File: config.mk
export PLATFORM = sky130hd
export DESIGN_NAME = in_ep_tx
export DESIGN_NICKNAME = d
export VERILOG_FILES = /design/src/rtl/in_ep_pkg.sv /design/src/rtl/in_ep_buf.sv /design/src/rtl/in_ep_ctl.sv /design/src/rtl/in_ep_tx.sv
export SDC_FILE = /design/constraint.sdc
export NUM_CORES = 1
export LEC_CHECK = 0
export ABC_CLOCK_PERIOD_IN_PS = 2100
export CORE_ASPECT_RATIO = 1.5
export CORE_MARGIN = 8
export CORE_UTILIZATION = 53
export CTS_CLUSTER_SIZE = 10
export DETAILED_ROUTE_END_ITERATION = 6
export GPL_TIMING_DRIVEN = 0
export HOLD_SLACK_MARGIN = 0.12
export PLACE_DENSITY = 0.8
export SETUP_SLACK_MARGIN = 0.05
export SLEW_MARGIN = 10
export SYNTH_ARGS = -nofsm -noshare
export SYNTH_HDL_FRONTEND = slang
export SYNTH_SLANG_ARGS = --single-unit
File: constraint.sdc
create_clock -name clk -period 2.1 [get_ports clk]
set_input_delay 0.315 -clock clk [delete_from_list [all_inputs] [get_ports clk]]
set_output_delay 0.315 -clock clk [all_outputs]
set_load 0.01 [all_outputs]
File: src/rtl/in_ep_pkg.sv
package in_ep_pkg;
    typedef enum logic [1:0] {
        ST_IDLE = 2'd0,
        ST_SEND = 2'd1,
        ST_WACK = 2'd2
    } ep_state_e;
endpackage

File: src/rtl/in_ep_buf.sv
module in_ep_buf #(
    parameter int DEPTH = 64,
    parameter int DW    = 8,
    localparam int AW   = (DEPTH > 1) ? $clog2(DEPTH) : 1
) (
    input  logic          clk,
    input  logic          we,
    input  logic [AW-1:0] waddr,
    input  logic [DW-1:0] wdata,
    input  logic [AW-1:0] raddr,
    output logic [DW-1:0] rdata
);
    logic [DW-1:0] mem_q [DEPTH];

    always_ff @(posedge clk) begin
        if (we) begin
            mem_q[waddr] <= wdata;
        end
    end

    assign rdata = mem_q[raddr];
endmodule

File: src/rtl/in_ep_ctl.sv
module in_ep_ctl
    import in_ep_pkg::*;
#(
    parameter int DEPTH = 64,
    localparam int AW   = (DEPTH > 1) ? $clog2(DEPTH) : 1,
    localparam int CW   = $clog2(DEPTH + 1)
) (
    input  logic          clk,
    input  logic          rst_n,
    input  logic          fw_wr_en,
    input  logic          fw_set_rdy,
    input  logic          fw_clr_done,
    input  logic          fw_tog_rst,
    input  logic          tok_in,
    input  logic          ack_rx,
    input  logic          tmo,
    input  logic          tx_ready,
    output logic          buf_we,
    output logic [AW-1:0] buf_waddr,
    output logic [AW-1:0] buf_raddr,
    output logic          tx_valid,
    output logic          tx_eop,
    output logic          tx_nak,
    output logic          tx_tog,
    output logic          pkt_rdy,
    output logic          tx_done,
    output logic [CW-1:0] fill_cnt
);
    localparam logic [CW-1:0] CNT_MAX = CW'(DEPTH);
    localparam logic [CW-1:0] CNT_ONE = CW'(1);

    typedef struct packed {
        ep_state_e     st;
        logic          rdy;
        logic          done;
        logic          tog;
        logic          nak;
        logic [CW-1:0] cnt;
        logic [CW-1:0] rptr;
    } ctl_t;

    ctl_t q, d;
    logic wr_ok;
    logic at_end;

    assign wr_ok  = fw_wr_en && !q.rdy && (q.cnt < CNT_MAX);
    assign at_end = (q.rptr == q.cnt);

    always_comb begin
        d     = q;
        d.nak = 1'b0;

        // firmware side: fill and arm only while it owns the buffer
        if (wr_ok) begin
            d.cnt = q.cnt + CNT_ONE;
        end
        if (fw_set_rdy && !q.rdy) begin
            d.rdy = 1'b1;
        end
        if (fw_clr_done) begin
            d.done = 1'b0;
        end

        // bus side
        unique case (q.st)
            ST_IDLE: begin
                if (tok_in) begin
                    if (q.rdy) begin
                        d.st   = ST_SEND;
                        d.rptr = '0;
                    end else begin
                        d.nak = 1'b1;
                    end
                end
            end
            ST_SEND: begin
                if (at_end) begin
                    d.st = ST_WACK;
                end else if (tx_ready) begin
                    d.rptr = q.rptr + CNT_ONE;
                end
            end
            ST_WACK: begin
                if (ack_rx) begin
                    d.st   = ST_IDLE;
                    d.rdy  = 1'b0;
                    d.cnt  = '0;
                    d.done = 1'b1;
                    d.tog  = ~q.tog;
                end else if (tmo) begin
                    d.st = ST_IDLE;
                end
            end
            default: d.st = ST_IDLE;
        endcase

        if (fw_tog_rst) begin
            d.tog = 1'b0;
        end
    end

    always_ff @(posedge clk or negedge rst_n) begin
        if (!rst_n) begin
            q <= '{st: ST_IDLE, rdy: 1'b0, done: 1'b0, tog: 1'b0,
                   nak: 1'b0, cnt: '0, rptr: '0};
        end else begin
            q <= d;
        end
    end

    assign buf_we    = wr_ok;
    assign buf_waddr = q.cnt[AW-1:0];
    assign buf_raddr = q.rptr[AW-1:0];
    assign tx_valid  = (q.st == ST_SEND) && !at_end;
    assign tx_eop    = (q.st == ST_SEND) && at_end;
    assign tx_nak    = q.nak;
    assign tx_tog    = q.tog;
    assign pkt_rdy   = q.rdy;
    assign tx_done   = q.done;
    assign fill_cnt  = q.cnt;
endmodule

File: src/rtl/in_ep_tx.sv
module in_ep_tx #(
    parameter int DEPTH = 64,
    localparam int AW   = (DEPTH > 1) ? $clog2(DEPTH) : 1,
    localparam int CW   = $clog2(DEPTH + 1)
) (
    input  logic          clk,
    input  logic          rst_n,
    input  logic          fw_wr_en,
    input  logic [7:0]    fw_wr_data,
    input  logic          fw_set_rdy,
    input  logic          fw_clr_done,
    input  logic          fw_tog_rst,
    input  logic          tok_in,
    input  logic          ack_rx,
    input  logic          tmo,
    input  logic          tx_ready,
    output logic          tx_valid,
    output logic [7:0]    tx_data,
    output logic          tx_eop,
    output logic          tx_nak,
    output logic          tx_tog,
    output logic          pkt_rdy,
    output logic          tx_done,
    output logic          irq,
    output logic [CW-1:0] fill_cnt
);
    logic          buf_we;
    logic [AW-1:0] buf_waddr;
    logic [AW-1:0] buf_raddr;

    in_ep_ctl #(.DEPTH(DEPTH)) u_ctl (
        .clk        (clk),
        .rst_n      (rst_n),
        .fw_wr_en   (fw_wr_en),
        .fw_set_rdy (fw_set_rdy),
        .fw_clr_done(fw_clr_done),
        .fw_tog_rst (fw_tog_rst),
        .tok_in     (tok_in),
        .ack_rx     (ack_rx),
        .tmo        (tmo),
        .tx_ready   (tx_ready),
        .buf_we     (buf_we),
        .buf_waddr  (buf_waddr),
        .buf_raddr  (buf_raddr),
        .tx_valid   (tx_valid),
        .tx_eop     (tx_eop),
        .tx_nak     (tx_nak),
        .tx_tog     (tx_tog),
        .pkt_rdy    (pkt_rdy),
        .tx_done    (tx_done),
        .fill_cnt   (fill_cnt)
    );

    in_ep_buf #(.DEPTH(DEPTH), .DW(8)) u_buf (
        .clk  (clk),
        .we   (buf_we),
        .waddr(buf_waddr),
        .wdata(fw_wr_data),
        .raddr(buf_raddr),
        .rdata(tx_data)
    );

    assign irq = tx_done;
endmodule

==> impl_metrics.csv <==
group,metric,value,unit
placed_design,port_buffers,39,
routing,vias,12300,
sta,rsz0062_at_grt,"yes",
finish,diodes,0,
placed_design,hpwl,33.0,mm
power,ir_worst_vdd,0.762,mV
critical_path,cp-startpoint,"u_ctl.buf_raddr[1]$_DFFE_PN0P_",
status,violations,"negative setup slack",
critical_path,worstRegToRegCells,6,
global_route,antenna_found_initial,0,
synth,netlist_top_cells_area,"edfxtp_1 72%, mux4_2 8.5%, mux2i_1 4.0%, dfrtp_1 2.3%, nor2_1 1.6%",
sta,worstMarginPinSlew,0.946,ns
clock_network,clk-insertion-delay-late,0.60,ns
global_route,grt_start_max_net_pins,58,
finish,final_cell_mix,"512 x edfxtp_1, 82 x mux4_2, 69 x mux2i_1",
synth,synth.distinct_cells,62,
placed_design,pre_cts_slack,-1.57,ns
critical_path,rr_startpoint,"u_ctl.buf_raddr[3]$_DFFE_PN0P_",
routing,routed_wl,59.8,mm
sta,fmax,0.298,GHz
power,switching_share,0.291,
sta,min_period,3.36,ns
synth,syn_inst,1097,
synth,synth_top_area_share,0.719,
power,leakagePower,8.39,nW
power,p_per_area,1120,nW/um2
synth,yosysTopAreaCell,"edfxtp_1",
clock_network,cts_buffers,59,
die,die_area,47200,um2
synth,yosysWarnings,0,
finish,drive_gt1_frac,0.392,
synth,syn_area_per_cell,19.5,um2
die,chipWidth,180,um
die,core_area,40000,um2
clock_network,cts_buffer_depth,3,
min_path,whs_path_depth,1,
synth,synth_nets,1117,
routing,first_pass_iters,7,
min_path,hold_class,"input pin to flop",
clock_network,clk_pin_slew,0.06,ns
flow_run,max_cap_violations,0,
sta,layout_worst_path_cycle_share,1.60,
power,power.internal,21.1,mW
power,switchingPower,8.66,mW
global_route,grt_pass1_vias,12500,
finish,fin_area,26400,um2
critical_path,worst_ep_arrival_time,3.04,ns
routing,top_layer,"met4",
power,p_seq_frac,0.399,
finish,mostFrequentLayoutCell,"edfxtp_1",
routing,ant_nets,0,
synth,async_reset_ff_frac,0.0376,
routing,wl_met2,29.2,mm
global_route,grt_first_pass_wirelength,84.1,mm
routing,routedWlPerCell,33.1,um
clock_network,htreeDepth,2,
synth,synthFlopType,"edfxtp_1",
global_route,grt_usage,0.244,
finish,finalNetCount,1298,
die,start_util,0.535,
global_route,grt_overflow,0,
sta,relSlewSlack,0.366,
finish,area_growth,23.6,%
critical_path,critPathKind,"flop to output pin",
clock_network,clock-sinks,532,
placed_design,dpl_cell_area,22600,um2
routing,met1Wirelength,19.8,mm
min_path,hp-start,"fw_wr_data[4]",
routing,viasPerCell,6.79,
sta,setup_viol,13,
sta,hold_viol,0,
sta,slew_violations,0,
synth,synth_edf_count,512,
synth,yosysSeqAreaShare,0.742,
status,outcome,"finished with violations",
critical_path,end_kind,"output pin",
synth,netlist_area,21400,um2
clock_network,tritoncts,"yes",
power,pwr-share-comb,0.294,
die,rows,90,
routing,drc,0,
die,die_h,262,um
clock_network,clockRootBuffer,"clkbuf_16",
routing,drt_iter0_drc,1625,
power,clockPowerShare,0.307,
critical_path,start_kind,"flop",
die,ioPinCount,40,
routing,route.met3.wl,5.83,mm
sta,clock_skew,0.0373,ns
placed_design,place.gp.congestion,0.867,
synth,ys_ff_latch,532,
critical_path,path_max_fanout,10,
critical_path,cp.required,1.78,ns
sta,worst_slack,-1.26,ns
## final cells by class
type                       count  area (um2)
sequential                   532       15900
fill                        2249       13500
multi-input combinational    489        6080
clock buffer                  85        1620
timing repair buffer         123        1480
buffer                        69         712
tap                          506         633
inverter                       4        15.0
clock inverter                 1        8.76
## cell families (layout without fill, tap and decap cells)
group,after synthesis,count (layout),synth area share
AND/OR/NAND/NOR,165,165,0.0372
flip-flops,532,532,0.742
adder cells (fa/ha/maj),2,2,0.00117
multiplexers,192,192,0.145
AO/OA/AOI/OAI,116,116,0.0416
buffers and inverters,76,282,0.0270
XOR/XNOR,14,14,0.00573
## worst max-delay path, cell delays in order (launching register included)
cell	delay [ns]
dfrtp_1	0.37
buf_4	0.24
buf_6	0.23
buf_4	0.24
mux4_2	0.35
mux2i_4	0.22
nor2_2	0.07
a211oi_2	0.38
o22ai_2	0.17
buf_2	0.17
## layer usage
layer / GRT usage / vias up
met5: 0 / -
met4: 0.173 / 0
met3: 0.0450 / 261
met2: 0.415 / 992
met1: 0.278 / 6203
li1: - / 4835
## sequential cells by signal (all words and copies together) (netlist names)
name,count
u_ctl.tx_done,1
u_ctl.pkt_rdy,1
u_ctl.tx_nak,1
u_ctl.q,3
u_ctl.buf_raddr,6
u_buf.mem_q,512
u_ctl.tx_tog,1
u_ctl.fill_cnt,7
## synthesized netlist by cell type (all sizes together), types with 3 or more instances
cell       n
a211oi     9
a21oi     12
a221oi    15
a22o       7
a22oi     31
a31oi      6
buf       59
clkbuf    11
dfrtp     20
edfxtp   512
inv        4
mux2      16
mux2i     86
mux4      90
nand2     17
nand2b     3
nand3     12
nand4      4
nor2      90
nor2b      8
nor3       6
nor3b      3
o21ai     10
o22ai     11
o2bb2ai    3
o31ai      4
or2        4
or4        4
xnor2     11
xor2       3
## metrics by stage
step | std cells | hold WS, ns | utilization | TNS [ns] | power, mW
after detailed placement | 1650 | 0.493 | 0.564 | -411.35 | 18.5
after global routing | 1809 | 0.135 | 0.661 | -11.13 | 30.3
final | 1809 | 0.140 | 0.661 | -10.65 | 29.7
after global placement | 1642 | 0.481 | 0.561 | -744.53 | 18.4
after floorplan | 1097 | 0.0194 | - | 0 | 16.3
after CTS | 1795 | 0.126 | 0.653 | -10.11 | 28.8
## final timing paths
| check | end | slack [ns] |
|---|---|---|
| worst max register to register | u_ctl.q[6]$_DFFE_PN0P_ | -0.05 |
| worst min register to register | u_ctl.tx_done$_DFF_PN0_ | 0.53 |
| worst min-delay path | u_buf.mem_q[48][4]$_DFFE_PP_ | 0.14 |
| worst max-delay path | tx_data[3] | -1.26 |
| max in group asynchronous | u_ctl.buf_raddr[0]$_DFFE_PN0P_ | 1.24 |
| min in group asynchronous | u_ctl.fill_cnt[1]$_DFF_PN0_ | 0.22 |
## timing repair
item	4_1_cts	5_1_grt
hold endpoints to repair	7	0
resized for setup	321	55
buffers inserted	57	16
pin swaps	72	30
hold buffers	1	0
cloned	4	1
endpoints found under the setup margin	527	496
## power groups by stage
stage          clock network [mW]  registers, mW  logic (mW)
2_1_floorplan                   0           12.0        4.25
3_3_place_gp                    0           12.1        6.30
3_5_place_dp                    0           12.0        6.43
4_1_cts                      9.03           11.8        7.97
5_1_grt                      9.51           11.8        8.95
6_report                     9.14           11.8        8.73
(Power assumes the default switching activity.)
